## src/rtl/swd_seq_pkg.sv

```systemverilog
// Shared types and constants for the debug memory access sequencer.
// Assumes a 32-bit debug data word and at most six steps per command.
package swd_seq_pkg;

    localparam int WORD_W     = 32;
    localparam int STEP_IDX_W = 3;
    localparam int TRAIL_W    = 4;
    localparam int CYC_W      = 8;
    localparam int ACK_W      = 3;

    typedef enum logic [1:0] {
        OP_CONNECT = 2'd0,
        OP_PWRUP   = 2'd1,
        OP_WRITE   = 2'd2,
        OP_BURST   = 2'd3
    } seq_op_e;

    typedef enum logic [1:0] {
        KIND_PACKET = 2'd0,
        KIND_LRESET = 2'd1,
        KIND_IDLE   = 2'd2
    } step_kind_e;

    localparam logic [ACK_W-1:0] ACK_OK   = 3'b001;
    localparam logic [ACK_W-1:0] ACK_WAIT = 3'b010;

    localparam logic [WORD_W-1:0] ABORT_CLR  = 32'h0000_001E;
    localparam logic [WORD_W-1:0] PWRUP_REQ  = 32'h5000_0000;
    localparam logic [WORD_W-1:0] MEMAP_CTRL = 32'h2300_0012;

    typedef struct packed {
        step_kind_e          kind;
        logic                ap;
        logic                rnw;
        logic [1:0]          reg_a;
        logic [WORD_W-1:0]   wdata;
        logic [TRAIL_W-1:0]  trail;
        logic [CYC_W-1:0]    cycles;
        logic                last;
        logic                loop;
    } step_t;

    // Build a packet step.
    function automatic step_t pkt_step(input logic ap, input logic rnw,
                                       input logic [1:0] a,
                                       input logic [WORD_W-1:0] wd,
                                       input logic [TRAIL_W-1:0] tr,
                                       input logic last, input logic loop);
        step_t s;
        s.kind   = KIND_PACKET;
        s.ap     = ap;
        s.rnw    = rnw;
        s.reg_a  = a;
        s.wdata  = wd;
        s.trail  = tr;
        s.cycles = '0;
        s.last   = last;
        s.loop   = loop;
        return s;
    endfunction

    // Build a line-reset or idle-clock step.
    function automatic step_t ctl_step(input step_kind_e k,
                                       input logic [CYC_W-1:0] cy);
        step_t s;
        s.kind   = k;
        s.ap     = 1'b0;
        s.rnw    = 1'b0;
        s.reg_a  = 2'd0;
        s.wdata  = '0;
        s.trail  = '0;
        s.cycles = cy;
        s.last   = 1'b0;
        s.loop   = 1'b0;
        return s;
    endfunction

endpackage

```

## src/rtl/swd_step_decode.sv

```systemverilog
// Step table: maps the current command and step index to the engine request.
// Purely combinational. Assumes the index never passes the last step of a
// command; the burst loop step (index 4 of op 3) is repeated by the caller.
module swd_step_decode
    import swd_seq_pkg::*;
#(
    parameter int RST_HI_A = 56,
    parameter int RST_HI_B = 59,
    parameter int IDLE_GAP = 16
) (
    input  seq_op_e                op,
    input  logic [STEP_IDX_W-1:0]  idx,
    input  logic [WORD_W-1:0]      addr,
    input  logic [WORD_W-1:0]      wdata,
    input  logic                   len_zero,
    output step_t                  step
);

    localparam logic [CYC_W-1:0] HI_A = CYC_W'(RST_HI_A);
    localparam logic [CYC_W-1:0] HI_B = CYC_W'(RST_HI_B);
    localparam logic [CYC_W-1:0] GAP  = CYC_W'(IDLE_GAP);

    // Pick the step record for (op, idx).
    always_comb begin
        step = ctl_step(KIND_IDLE, '0);
        step.last = 1'b1;
        unique case (op)
            OP_CONNECT: begin
                case (idx)
                    3'd0:    step = ctl_step(KIND_LRESET, HI_A);
                    3'd1:    step = ctl_step(KIND_LRESET, HI_B);
                    3'd2:    step = ctl_step(KIND_LRESET, HI_B);
                    3'd3:    step = ctl_step(KIND_IDLE, GAP);
                    default: step = pkt_step(1'b0, 1'b1, 2'd0, '0, 4'd6, 1'b1, 1'b0);
                endcase
            end
            OP_PWRUP: begin
                if (idx == 3'd0)
                    step = pkt_step(1'b0, 1'b0, 2'd0, ABORT_CLR, 4'd7, 1'b0, 1'b0);
                else
                    step = pkt_step(1'b0, 1'b0, 2'd1, PWRUP_REQ, 4'd7, 1'b1, 1'b0);
            end
            OP_WRITE, OP_BURST: begin
                case (idx)
                    3'd0: step = pkt_step(1'b0, 1'b0, 2'd0, ABORT_CLR, 4'd7, 1'b0, 1'b0);
                    3'd1: step = pkt_step(1'b0, 1'b0, 2'd2, '0, 4'd0, 1'b0, 1'b0);
                    3'd2: step = pkt_step(1'b1, 1'b0, 2'd0, MEMAP_CTRL, 4'd0, 1'b0, 1'b0);
                    3'd3: step = pkt_step(1'b1, 1'b0, 2'd1, addr, 4'd0,
                                          (op == OP_BURST) && len_zero, 1'b0);
                    3'd4: begin
                        if (op == OP_WRITE)
                            step = pkt_step(1'b1, 1'b0, 2'd3, wdata, 4'd7, 1'b0, 1'b0);
                        else
                            step = pkt_step(1'b1, 1'b1, 2'd3, '0, 4'd3, 1'b0, 1'b1);
                    end
                    default: step = pkt_step(1'b0, 1'b1, 2'd3, '0, 4'd3, 1'b1, 1'b0);
                endcase
            end
            default: ;
        endcase
    end

endmodule

```

## src/rtl/swd_burst_track.sv

```systemverilog
// Burst word tracker: drops the first posted read, registers each later read
// as an output word held until accepted, and counts the words still owed.
// Assumes no loop response arrives while a word is waiting.
module swd_burst_track
    import swd_seq_pkg::*;
#(
    parameter int LEN_W = 8
) (
    input  logic                clk,
    input  logic                rst_n,
    input  logic                load,
    input  logic [LEN_W-1:0]    load_len,
    input  logic                loop_ok,
    input  logic [WORD_W-1:0]   rsp_data,
    input  logic                rd_ready,
    output logic                deliver,
    output logic [LEN_W-1:0]    remaining,
    output logic                rd_valid,
    output logic [WORD_W-1:0]   rd_data
);

    logic first_q;

    // A loop read yields a word unless it is the stale posted one.
    assign deliver = loop_ok && !first_q;

    // Track the posted-read flag and the outstanding count.
    always_ff @(posedge clk) begin
        if (!rst_n) begin
            first_q   <= 1'b1;
            remaining <= '0;
        end else if (load) begin
            first_q   <= 1'b1;
            remaining <= load_len;
        end else if (loop_ok) begin
            first_q <= 1'b0;
            if (!first_q)
                remaining <= remaining - 1'b1;
        end
    end

    // Output word register with valid/ready hold.
    always_ff @(posedge clk) begin
        if (!rst_n) begin
            rd_valid <= 1'b0;
            rd_data  <= '0;
        end else if (deliver) begin
            rd_valid <= 1'b1;
            rd_data  <= rsp_data;
        end else if (rd_ready) begin
            rd_valid <= 1'b0;
        end
    end

endmodule

```

## src/rtl/swd_mem_seq.sv

```systemverilog
// Debug memory access sequencer top. Takes one command while idle, walks its
// step list through the engine request/response port, retries on WAIT, stops
// on FAULT, and reports a one-cycle completion status. Assumes the engine
// returns exactly one response per accepted request, never in the same cycle.
module swd_mem_seq
    import swd_seq_pkg::*;
#(
    parameter int LEN_W    = 8,
    parameter int RST_HI_A = 56,
    parameter int RST_HI_B = 59,
    parameter int IDLE_GAP = 16
) (
    input  logic                clk,
    input  logic                rst_n,
    input  logic                cmd_valid,
    input  logic [1:0]          cmd_op,
    input  logic [31:0]         cmd_addr,
    input  logic [31:0]         cmd_wdata,
    input  logic [LEN_W-1:0]    cmd_len,
    output logic                busy,
    output logic                cmd_err,
    output logic                eng_req_valid,
    input  logic                eng_req_ready,
    output logic [1:0]          eng_req_kind,
    output logic                eng_req_ap,
    output logic                eng_req_rnw,
    output logic [1:0]          eng_req_addr,
    output logic [31:0]         eng_req_wdata,
    output logic [3:0]          eng_req_trail,
    output logic [7:0]          eng_req_cycles,
    input  logic                eng_rsp_valid,
    input  logic [2:0]          eng_rsp_ack,
    input  logic [31:0]         eng_rsp_rdata,
    output logic                rd_valid,
    input  logic                rd_ready,
    output logic [31:0]         rd_data,
    output logic                done_valid,
    output logic                done_fault,
    output logic [LEN_W-1:0]    done_left
);

    typedef enum logic [1:0] {S_IDLE, S_ISSUE, S_RESP, S_HOLD} seq_state_e;

    seq_state_e              st_q;
    seq_op_e                 op_q;
    logic [WORD_W-1:0]       addr_q;
    logic [WORD_W-1:0]       wdata_q;
    logic [STEP_IDX_W-1:0]   idx_q;
    step_t                   step;
    logic [LEN_W-1:0]        remaining;
    logic                    deliver;
    logic                    take_cmd;
    logic                    is_pkt;
    logic                    rsp_ok;
    logic                    rsp_wait;
    logic                    loop_ok;

    assign take_cmd = (st_q == S_IDLE) && cmd_valid;
    assign is_pkt   = (step.kind == KIND_PACKET);
    assign rsp_ok   = eng_rsp_valid && (!is_pkt || (eng_rsp_ack == ACK_OK));
    assign rsp_wait = eng_rsp_valid && is_pkt && (eng_rsp_ack == ACK_WAIT);
    assign loop_ok  = (st_q == S_RESP) && rsp_ok && step.loop;

    swd_step_decode #(
        .RST_HI_A (RST_HI_A),
        .RST_HI_B (RST_HI_B),
        .IDLE_GAP (IDLE_GAP)
    ) u_decode (
        .op       (op_q),
        .idx      (idx_q),
        .addr     (addr_q),
        .wdata    (wdata_q),
        .len_zero (remaining == '0),
        .step     (step)
    );

    swd_burst_track #(
        .LEN_W (LEN_W)
    ) u_burst (
        .clk       (clk),
        .rst_n     (rst_n),
        .load      (take_cmd),
        .load_len  ((seq_op_e'(cmd_op) == OP_BURST) ? cmd_len : '0),
        .loop_ok   (loop_ok),
        .rsp_data  (eng_rsp_rdata),
        .rd_ready  (rd_ready),
        .deliver   (deliver),
        .remaining (remaining),
        .rd_valid  (rd_valid),
        .rd_data   (rd_data)
    );

    // Engine request fields come straight from the decoded step.
    assign eng_req_valid  = (st_q == S_ISSUE);
    assign eng_req_kind   = step.kind;
    assign eng_req_ap     = step.ap;
    assign eng_req_rnw    = step.rnw;
    assign eng_req_addr   = step.reg_a;
    assign eng_req_wdata  = step.wdata;
    assign eng_req_trail  = step.trail;
    assign eng_req_cycles = step.cycles;
    assign busy           = (st_q != S_IDLE);

    // Command capture and step sequencing.
    always_ff @(posedge clk) begin
        if (!rst_n) begin
            st_q    <= S_IDLE;
            op_q    <= OP_CONNECT;
            addr_q  <= '0;
            wdata_q <= '0;
            idx_q   <= '0;
        end else begin
            unique case (st_q)
                S_IDLE: begin
                    if (cmd_valid) begin
                        op_q    <= seq_op_e'(cmd_op);
                        addr_q  <= cmd_addr;
                        wdata_q <= cmd_wdata;
                        idx_q   <= '0;
                        st_q    <= S_ISSUE;
                    end
                end
                S_ISSUE: begin
                    if (eng_req_ready)
                        st_q <= S_RESP;
                end
                S_RESP: begin
                    if (eng_rsp_valid) begin
                        if (rsp_wait)
                            st_q <= S_ISSUE;
                        else if (!rsp_ok)
                            st_q <= S_IDLE;
                        else if (step.loop)
                            st_q <= deliver ? S_HOLD : S_ISSUE;
                        else if (step.last)
                            st_q <= S_IDLE;
                        else begin
                            idx_q <= idx_q + 1'b1;
                            st_q  <= S_ISSUE;
                        end
                    end
                end
                S_HOLD: begin
                    if (rd_ready)
                        st_q <= (remaining == '0) ? S_IDLE : S_ISSUE;
                end
                default: st_q <= S_IDLE;
            endcase
        end
    end

    // Completion status strobe.
    always_ff @(posedge clk) begin
        if (!rst_n) begin
            done_valid <= 1'b0;
            done_fault <= 1'b0;
            done_left  <= '0;
        end else begin
            done_valid <= 1'b0;
            if ((st_q == S_RESP) && eng_rsp_valid && !rsp_wait && !rsp_ok) begin
                done_valid <= 1'b1;
                done_fault <= 1'b1;
                done_left  <= remaining;
            end else if (((st_q == S_RESP) && rsp_ok && !step.loop && step.last) ||
                         ((st_q == S_HOLD) && rd_ready && (remaining == '0))) begin
                done_valid <= 1'b1;
                done_fault <= 1'b0;
                done_left  <= '0;
            end
        end
    end

    // Flag a command strobe that arrives while a command runs.
    always_ff @(posedge clk) begin
        if (!rst_n)
            cmd_err <= 1'b0;
        else
            cmd_err <= cmd_valid && (st_q != S_IDLE);
    end

endmodule

```

## config.mk

```make
export PLATFORM = sky130hd
export DESIGN_NAME = swd_mem_seq
export DESIGN_NICKNAME = d
export VERILOG_FILES = /design/src/rtl/swd_seq_pkg.sv /design/src/rtl/swd_step_decode.sv /design/src/rtl/swd_burst_track.sv /design/src/rtl/swd_mem_seq.sv
export SDC_FILE = /design/constraint.sdc
export NUM_CORES = 1
export LEC_CHECK = 0
export BUFFER_PORTS_ARGS = -buffer_cell sky130_fd_sc_hd__clkbuf_2
export CAP_MARGIN = 20
export CORE_ASPECT_RATIO = 0.6
export CORE_UTILIZATION = 50
export DETAILED_ROUTE_END_ITERATION = 8
export GPL_ROUTABILITY_DRIVEN = 1
export PLACE_DENSITY_LB_ADDON = 0.15
export SETUP_SLACK_MARGIN = 0.05
export SYNTH_ARGS = -nofsm -noshare
export SYNTH_HDL_FRONTEND = slang
export SYNTH_SLANG_ARGS = --single-unit
```

## constraint.sdc

```tcl
create_clock -name clk -period 3.5 [get_ports clk]
set_clock_uncertainty 0.05 [all_clocks]
set_input_delay 0.525 -clock clk [delete_from_list [all_inputs] [get_ports clk]]
set_output_delay 0.525 -clock clk [all_outputs]
set_load 0.02 [all_outputs]
```

# After elaboration in Yosys (flattened, before gate mapping)
# Index checks and enable logic that the tools add are counted.
# word_totals
regBits	124
inputBits	115
word_cells	113
# classes
addsub	2
eq_ne	22
n_mux	35
n_bitwise	1
n_reduce_logical	40
# op_table
cell	count
$pmux 52 s3	2
$pmux 52 s5	1
$mux 49	1
$mux 8	6
$mux 47	1
$mux 3	6
$logic_and 1x1->1	16
$mux 2	8
$ne 2x2->1 const B	8
$eq 2x2->1 const B	5
$reduce_bool 2->1	5
$eq 3x2->1 const B	3
$logic_not 8->1	1
$mux 1	8
$pmux 2 s4	1
$sub 8x1->8 const B	1
$reduce_and 7->1	1
$eq 3x1->1 const B	2
$logic_not 2->1	3
$pmux 3 s2	1
$reduce_or 2->1	3
$logic_not 1->1	5
$eq 2x1->1 const B	2
$reduce_and 2->1	2
other kinds (7)	8

# Longest topological paths before layout
# Gate-level depths: netlist of the first run.
# logic_depth
word_depth	17
mapped_depth	11

# By module
# From an unflattened synthesis of the first run, not the netlist that was laid out.
# unflattened
cells_unflattened	743
hier_area_um2	5830.6
# modules_own_cells
mod	instances	cells_each	area_per_inst_um2	seq_area_each_um2
swd_mem_seq	1	402	3294.4	1641.6
swd_burst_track	1	199	1692.9	840.8
swd_step_decode	1	142	843.3	0.0

# Least setup slack after synthesis of the first run
# No wires, ideal clock.
# synth_timing
kind	register to output
from	register idx_q[2]
to	output eng_req_wdata[10]
arrival_ns	2.202
required_ns	2.925
path_slack_ns	0.723
path_stages_with_launch	9
path_buffers	4
cell_sequence	dfxtp_1 clkbuf_1 inv_1 ha_1 clkbuf_1 o31ai_1 clkbuf_1 buf_1 nor2_1
# synth_between
elab_chain_len	3
elab_cells_between_ends	7
classes_between	4 x eq/ne; 2 x mux; 1 x reduce/logical
# synth_rtl
item	line_no	rtl
start, declared	swd_mem_seq.sv:48	logic [STEP_IDX_W-1:0] idx_q;
start signal, assigned	swd_mem_seq.sv:138	idx_q <= idx_q + 1'b1;
$eq 3x3->1, or another cell as far along	swd_step_decode.sv:44	case (idx)
$pmux 52 s5 (*)	swd_step_decode.sv:44	
$pmux 52 s3 (*)	swd_step_decode.sv:27	unique case (op)
end, declared	swd_mem_seq.sv:28	output logic [31:0] eng_req_wdata,
# Mark *: on every way between the ends. The rest lies on a longest branch, timed or not.

# Worst setup path after layout of the first run
# layout_timing
from	register idx_q[2]
to	output eng_req_wdata[4]
# layout_between
elab_chain_len	3
elab_cells_between_ends	8
classes_between	4 x eq/ne; 3 x mux; 1 x reduce/logical
# layout_rtl
item	line_no
$eq 3x3->1, or another cell as far along	swd_step_decode.sv:44
$pmux 52 s5 or $mux 47 (tied branches)	swd_step_decode.sv:44, swd_step_decode.sv:38
$pmux 52 s3 (*)	swd_step_decode.sv:27
# Marks and branches as above.

==> results of run 1 <==
[registers in the layout, indices dropped and copies added, names as in the netlist]
name,flops
done_fault,1
idx_q,3
cmd_err,1
done_left,8
addr_q,32
u_burst.rd_valid,1
u_burst.remaining,8
st_q,2
done_valid,1
u_burst.rd_data,32
u_burst.first_q,1
op_q,2
wdata_q,32
[power by group through the flow]
stage / combinational (mW) / clock [mW] / sequential, mW
after global placement: 0.392 / 0 / 1.56
after floorplan: 0.274 / 0 / 1.54
after global routing: 0.448 / 1.68 / 1.54
after CTS: 0.405 / 1.62 / 1.53
final: 0.405 / 1.59 / 1.53
after detailed placement: 0.403 / 0 / 1.56
[layout by cell type, fill, tap and decap left out, types with 3 or more instances in the layout]
cell type,count
o221a_2,4
nand3_1,8
a221oi_1,7
conb_1,4
ha_1,5
nor3_1,10
nand2_1,206
nor2_1,48
a22o_1,8
or2_2,3
clkbuf_16,17
and3_1,5
a21boi_1,10
inv_1,10
clkbuf_2,205
buf_4,11
and2_1,8
a21oi_1,9
nand2b_1,5
clkinvlp_4,5
clkinv_2,5
a21boi_0,91
a31oi_1,3
a22oi_1,25
nor2b_1,5
mux2i_1,5
dfxtp_1,124
o21ai_0,13
[worst paths after layout]
path / cells past startpoint / endpoint / from
min reg2reg: 2 / u_burst.rd_data[13] / u_burst.rd_data[13]
max: 6 / eng_req_wdata[4] / idx_q[2]
max reg2reg: 8 / u_burst.rd_data[23] / idx_q[2]
min: 3 / u_burst.rd_data[13] / eng_rsp_rdata[13]
[worst reg2reg max path, cell delays in order (launching register included)]
cell	delay, ns
dfxtp_1	0.45
inv_1	0.15
ha_2	0.48
nor4_1	0.17
o32a_4	0.43
nor3_4	0.68
buf_4	0.38
nand2_1	0.10
a21boi_0	0.19
[logic make-up after synthesis]
logic type	after synthesis	share of synthesized area [%]
flops	124	43.0
simple gates	315	23.1
buf+inv	73	6.05
other cells	1	0.0650
fa+ha+maj	6	1.30
mux	5	0.868
compound gates	191	25.5
[area by class of cell]
type                    instances  area, um^2  share of cell area (%)
well taps                     139         174                    2.38
inverters                      10        37.5                   0.513
clock buffers                  19         433                    5.91
multi-input cells             521        2980                    40.7
repair buffers                217        1110                    15.2
flip-flops and latches        124        2480                    33.9
clock inverters                12         101                    1.38
[per-layer routing]
layer  up-vias  global-route usage [%]
li1       2779                       -
met1      2630                    35.4
met2       244                    43.1
met3        19                    7.73
met4         0                    7.91
met5         -                       0
[metrics by stage]
step           utilization (%)  worst slack (ns)
3_3_place_gp              62.4             0.544
5_1_grt                   67.3            0.0548
2_1_floorplan                -             0.723
6_report                  67.3             0.303
4_1_cts                   67.3             0.181
3_5_place_dp              62.4             0.385
[repair_timing]
item	4_1_cts	5_1_grt
buffers inserted	0	0
gates resized for setup	0	1
setup endpoints to repair	0	4
==> metrics.md, run 1 <==
| Metric | Value |
|---|---|
| RSZ-0062 raised after global routing | `no` |
| Hold Fails Final Rpt | `0` |
| CTS tree | `done` |
| Cell Int Power | `2.61 mW` |
| Fmax | `313 MHz` |
| IO Count | `211` |
| Drt wl/cell | `15.1 um` |
| Synth warnings | `0` |
| Htree depth | `4` |
| Switching pwr | `921 uW` |
| CP endpoint kind | `primary output` |
| Worst R2R Setup Slack | `0.34 ns` |
| Ant diodes | `0` |
| Max Slew Vio Count | `0` |
| Switch share | `26.1%` |
| Final Net Count | `1012` |
| Crit path kind | `reg -> out` |
| Top cells by count, synth | `nand2_1 (207), dfxtp_1 (124), a21boi_0 (92)` |
| Top_reg_cell synth | `dfxtp_1` |
| Maximum vdd drop | `0.371 mV` |
| Overflow after GRT | `0` |
| Top-area cell type share of the netlist area | `43.0%` |
| Register area share after synthesis | `43.0%` |
| Avg Cell Area, Syn | `8.07 um^2` |
| Drt drc | `0` |
| Endpoints failing setup | `0` |
| Clock transition at path regs | `0.06 ns` |
| FFs w/ async S/R, synth | `0%` |
| Worst slew margin | `45.6%` |
| Vias in the first global route | `5300` |
| Slew @ Worst Pin | `0.813 ns` |
| Post-Layout Inst Area | `7320 um^2` |
| Met3 WL post-DR | `1330 um` |
| Max stage delay on crit path | `0.62 ns` |
| Initial core utilization | `53.0%` |
| Routed wire length on met2 | `7100 um` |
| Post-CTS Hold Buffers | `0` |
| Drt pass-1 iters | `5` |
| Syn Inst Count | `715` |
| Clock power frac | `45.1%` |
| #FFs+latches synth | `124` |
| Cell Chain, Critical Path | `inv_1 -> ha_2 -> o31ai_4 -> a21boi_1 -> nor2_1 -> clkbuf_2` |
| TNS Setup | `0 ns` |
| Worst Hold Class | `in -> reg` |
| Die W | `141 um` |
| Comb power frac | `11.5%` |
| Post-Syn Area | `5770 um^2` |
| DP Cell Count | `1011` |
| Synth area leader | `dfxtp_1` |
| Drt total wl | `15800 um` |
| Crit path time final | `3.20 ns` |
| Status | `complete, no violations` |
| Layout cell share with drive strength beyond 1 | `29.7%` |
| Top-count cell post-synth | `nand2_1` |
| Fillers | `926` |
| Port Buffers | `206` |
| Sequential power share | `43.5%` |
| Tot Pwr | `3.53 mW` |
| Initial antenna violation count | `0` |
| Pleak | `3.09 nW` |
| Clock latency on the worst-skew pair | `0.41 ns` |
| CTS Buf Count | `17` |
| Fin Hold WS | `0.284 ns` |
| GRT Util Overall | `26.9%` |
| EDFF count, synth | `0` |
| Number of cell rows | `29` |
| Area grow syn2layout | `26.9%` |
| CP top delay family | `compound AO/OA/AOI/OAI gates` |
| DP Area | `6790 um^2` |
| Non-filler cells, final | `1042` |
| Data required time of the critical path | `2.92 ns` |
| Met1 wire length | `7130 um` |
| Detail Route Antenna Nets | `0` |
| Initial DRC count | `308` |
| Crit Path Max Fanout | `21` |
| WP data arrival | `2.62 ns` |
| Vias/cell | `5.44` |
| CP bufs+invs | `2` |
| First-pass GRT wire length | `25600 um` |
| Die ar. | `12000 um^2` |
| Vias | `5672` |
| Top sig layer | `met4` |
| Clock buffer depth | `2` |
| Die height | `85.2 um` |
| PD cells | `482 nW/um^2` |
| Slowest-stage cell, CP | `dfxtp_1` |
| Root buf cell | `clkbuf_16` |
| Crit start category | `flip-flop` |
| Core Footprint | `10900 um^2` |
| Number of max-cap violations | `0` |
| Largest net degree at the start of global routing | `79` |
| Yosys cell types | `53` |
| Gpl congestion | `0.858` |
| CTS sink count | `124` |
| Detailed placement HPWL | `11200 um` |
| Main area contributors after synthesis | `dfxtp_1 (43%), nand2_1 (13%), a21boi_0 (12%), a22oi_1 (3.3%), nor2_1 (3.2%)` |
| Final worst-path cycle share | `91.4%` |
Power figures use the tool's default switching activity.
==> run 2: changes to the inputs <==
Settings changed: PLACE_DENSITY set to 0.91, PLACE_DENSITY_LB_ADDON 0.15 to unset.
==> run 2 against run 1 <==
Power grew 15%. Via count grew 0.18%. Hold slack gained 0.0029 ns. Non-clock buffer count shrank 1. Critical path depth is the same. Design area grew 2.4%. Fmax shrank 0.59%. First-iteration DRC count grew 11%. Register-to-register slack gained 0.24 ns. Clock power grew 33%. Combinational power is essentially flat. Global-route usage grew 0.33 points. Critical path type unchanged. Largest power group unchanged. Highest routed layer unchanged.
==> metrics.md, run 2 (same netlist as run 1, synthesis figures left out) <==
| Metric | Value |
|---|---|
| Status | `complete, no violations` |
| Final worst-path cycle share | `91.9%` |
| Endpoints failing setup | `0` |
| Fin Hold WS | `0.287 ns` |
| Most frequent cells in the layout | `nand2_1 (206), clkbuf_2 (205), dfxtp_1 (124), a21boi_0 (91), nor2_1 (48)` |
| Htree depth | `4` |
| Crit Path Max Fanout | `17` |
| Reg2reg path depth | `7` |
| Hold Fails Final Rpt | `0` |
| Post CTS Setup Buffer Count | `0` |
| Maximum vdd drop | `0.346 mV` |
| Gpl congestion | `0.857` |
| Slew @ Worst Pin | `0.797 ns` |
| Initial antenna violation count | `0` |
| Hold EP | `u_burst.rd_data[31]` |
| Clock power frac | `52.2%` |
| Comb power frac | `10.0%` |
| CP endpoint kind | `primary output` |
| Core Footprint | `10900 um^2` |
| DP Cell Count | `1010` |
| RSZ-0062 raised after global routing | `no` |
| Switching pwr | `956 uW` |
| Ant diodes | `0` |
| Multi-input gate area | `2980 um^2` |
| Crit start category | `flip-flop` |
| Fmax | `311 MHz` |
| Drt wl/cell | `15.2 um` |
| Port Buffers | `206` |
| Clock latency on the worst-skew pair | `0.40 ns` |
| Vias in the first global route | `5265` |
| Pre-CTS setup slack | `0.514 ns` |
| CTS Buf Count | `17` |
| Largest net degree at the start of global routing | `87` |
| Sequential power share | `37.8%` |
| Detail Route Antenna Nets | `0` |
| CTS sink count | `124` |
| Worst slew margin | `46.9%` |
| Initial core utilization | `53.0%` |
| Worst r2r src | `idx_q[2]` |
| Top Registers | `addr_q (32), u_burst.rd_data (32), wdata_q (32)` |
| PD cells | `541 nW/um^2` |
| Clock buffer depth | `2` |
| Fillers | `917` |
| Vias/cell | `5.45` |
| IO Count | `211` |
| Max Slew Vio Count | `0` |
| FF-to-FF End | `done_left[3]` |
| Crit path kind | `reg -> out` |
| Drt total wl | `15800 um` |
| Initial DRC count | `343` |
| Storage element area | `2480 um^2` |
| Overflow after GRT | `0` |
| Die height | `85.2 um` |
| Final worst slack | `0.284 ns` |
| Post-CTS Hold Buffers | `0` |
| Number of cell rows | `29` |
| Detailed placement HPWL | `10900 um` |
| Crit path time final | `3.22 ns` |
| Switch share | `23.6%` |
| Die ar. | `12000 um^2` |
| Commonest non-fill, non-tap cell in the layout | `nand2_1` |
| Area grow syn2layout | `30.0%` |
| DP Area | `6780 um^2` |
| First-pass GRT wire length | `25800 um` |
| Hold Path Stages | `3` |
| WP data arrival | `2.64 ns` |
| Data required time of the critical path | `2.92 ns` |
| Final Net Count | `1011` |
| Worst Hold Class | `in -> reg` |
| Drt drc | `0` |
| Drt pass-1 iters | `5` |
| Layout cell share with drive strength beyond 1 | `29.9%` |
| TNS Setup | `0 ns` |
| Number of max-cap violations | `0` |
| Worst R2R Setup Slack | `0.58 ns` |
| Root buf cell | `clkbuf_16` |
| Vias | `5682` |
| Die W | `141 um` |
| CTS tree | `done` |
| Cell Int Power | `3.10 mW` |
| Post-Layout Inst Area | `7500 um^2` |
| Hold Startpoint | `eng_rsp_rdata[31]` |
| Clock transition at path regs | `0.06 ns` |
| Pleak | `3.18 nW` |
| GRT Util Overall | `27.2%` |
| Non-filler cells, final | `1042` |
## run 2: cell types whose count changed in the layout (fill, tap and decap cells not counted), sizes merged
cell      before  now
clkinv         6    2
clkinvlp       5    2
inv           10   12
buf           12   11
bufinv         1    7
## run 2: worst max-delay path: stages, from the launching register on
cell      delay, ns
dfxtp_1        0.62
inv_1          0.12
ha_2           0.32
o31ai_4        0.30
a21boi_1       0.56
nor2_1         0.13
clkbuf_2       0.18
## run 2: what timing repair did
action	in CTS	in global routing
gates resized for setup	0	1
hold endpoints to repair	0	0
endpoints found under the setup margin	0	4
## run 2: power by group through the flow
stage               Clock (mW)  Sequential [mW]  Combinational (mW)
floorplan                    0             1.54               0.274
global placement             0             1.56               0.395
detailed placement           0             1.56               0.405
CTS                       2.13             1.53               0.408
global route              2.20             1.54               0.452
finish                    2.11             1.53               0.407
## run 2: how the worst max path moves through the flow
stage          slack (ns)      from                 to  depth (start not counted)
5_1_grt              0.09  idx_q[2]   eng_req_wdata[4]                          6
4_1_cts              0.06  idx_q[2]   eng_req_wdata[1]                          6
3_5_place_dp         0.51  idx_q[2]   eng_req_wdata[1]                          6
3_3_place_gp         0.56  idx_q[2]   eng_req_wdata[4]                          6
2_1_floorplan        0.72  idx_q[2]  eng_req_wdata[10]                          8
6_report             0.28  idx_q[2]   eng_req_wdata[1]                          6
## run 2: per-layer routing
layer	wire length, um	up-vias	global-route usage, %
met2	6840	276	42.2
met5	0	-	0
li1	-	2774	-
met4	197	0	8.10
met1	7460	2615	37.6
met3	1320	17	6.83
## run 2: stage by stage
stage / util [%] / total power [mW]
floorplan: - / 1.81
global placement: 62.3 / 1.95
detailed placement: 62.3 / 1.96
CTS: 68.9 / 4.07
global route: 68.9 / 4.19
finish: 68.9 / 4.05
## run 2: area by class of cell
cell class | count | area share, %
clock inverter | 13 | 3.47
tap | 139 | 2.32
multi-input combinational | 521 | 39.8
sequential | 124 | 33.1
inverter | 10 | 0.501
timing repair buffer | 216 | 14.8
clock buffer | 19 | 6.04
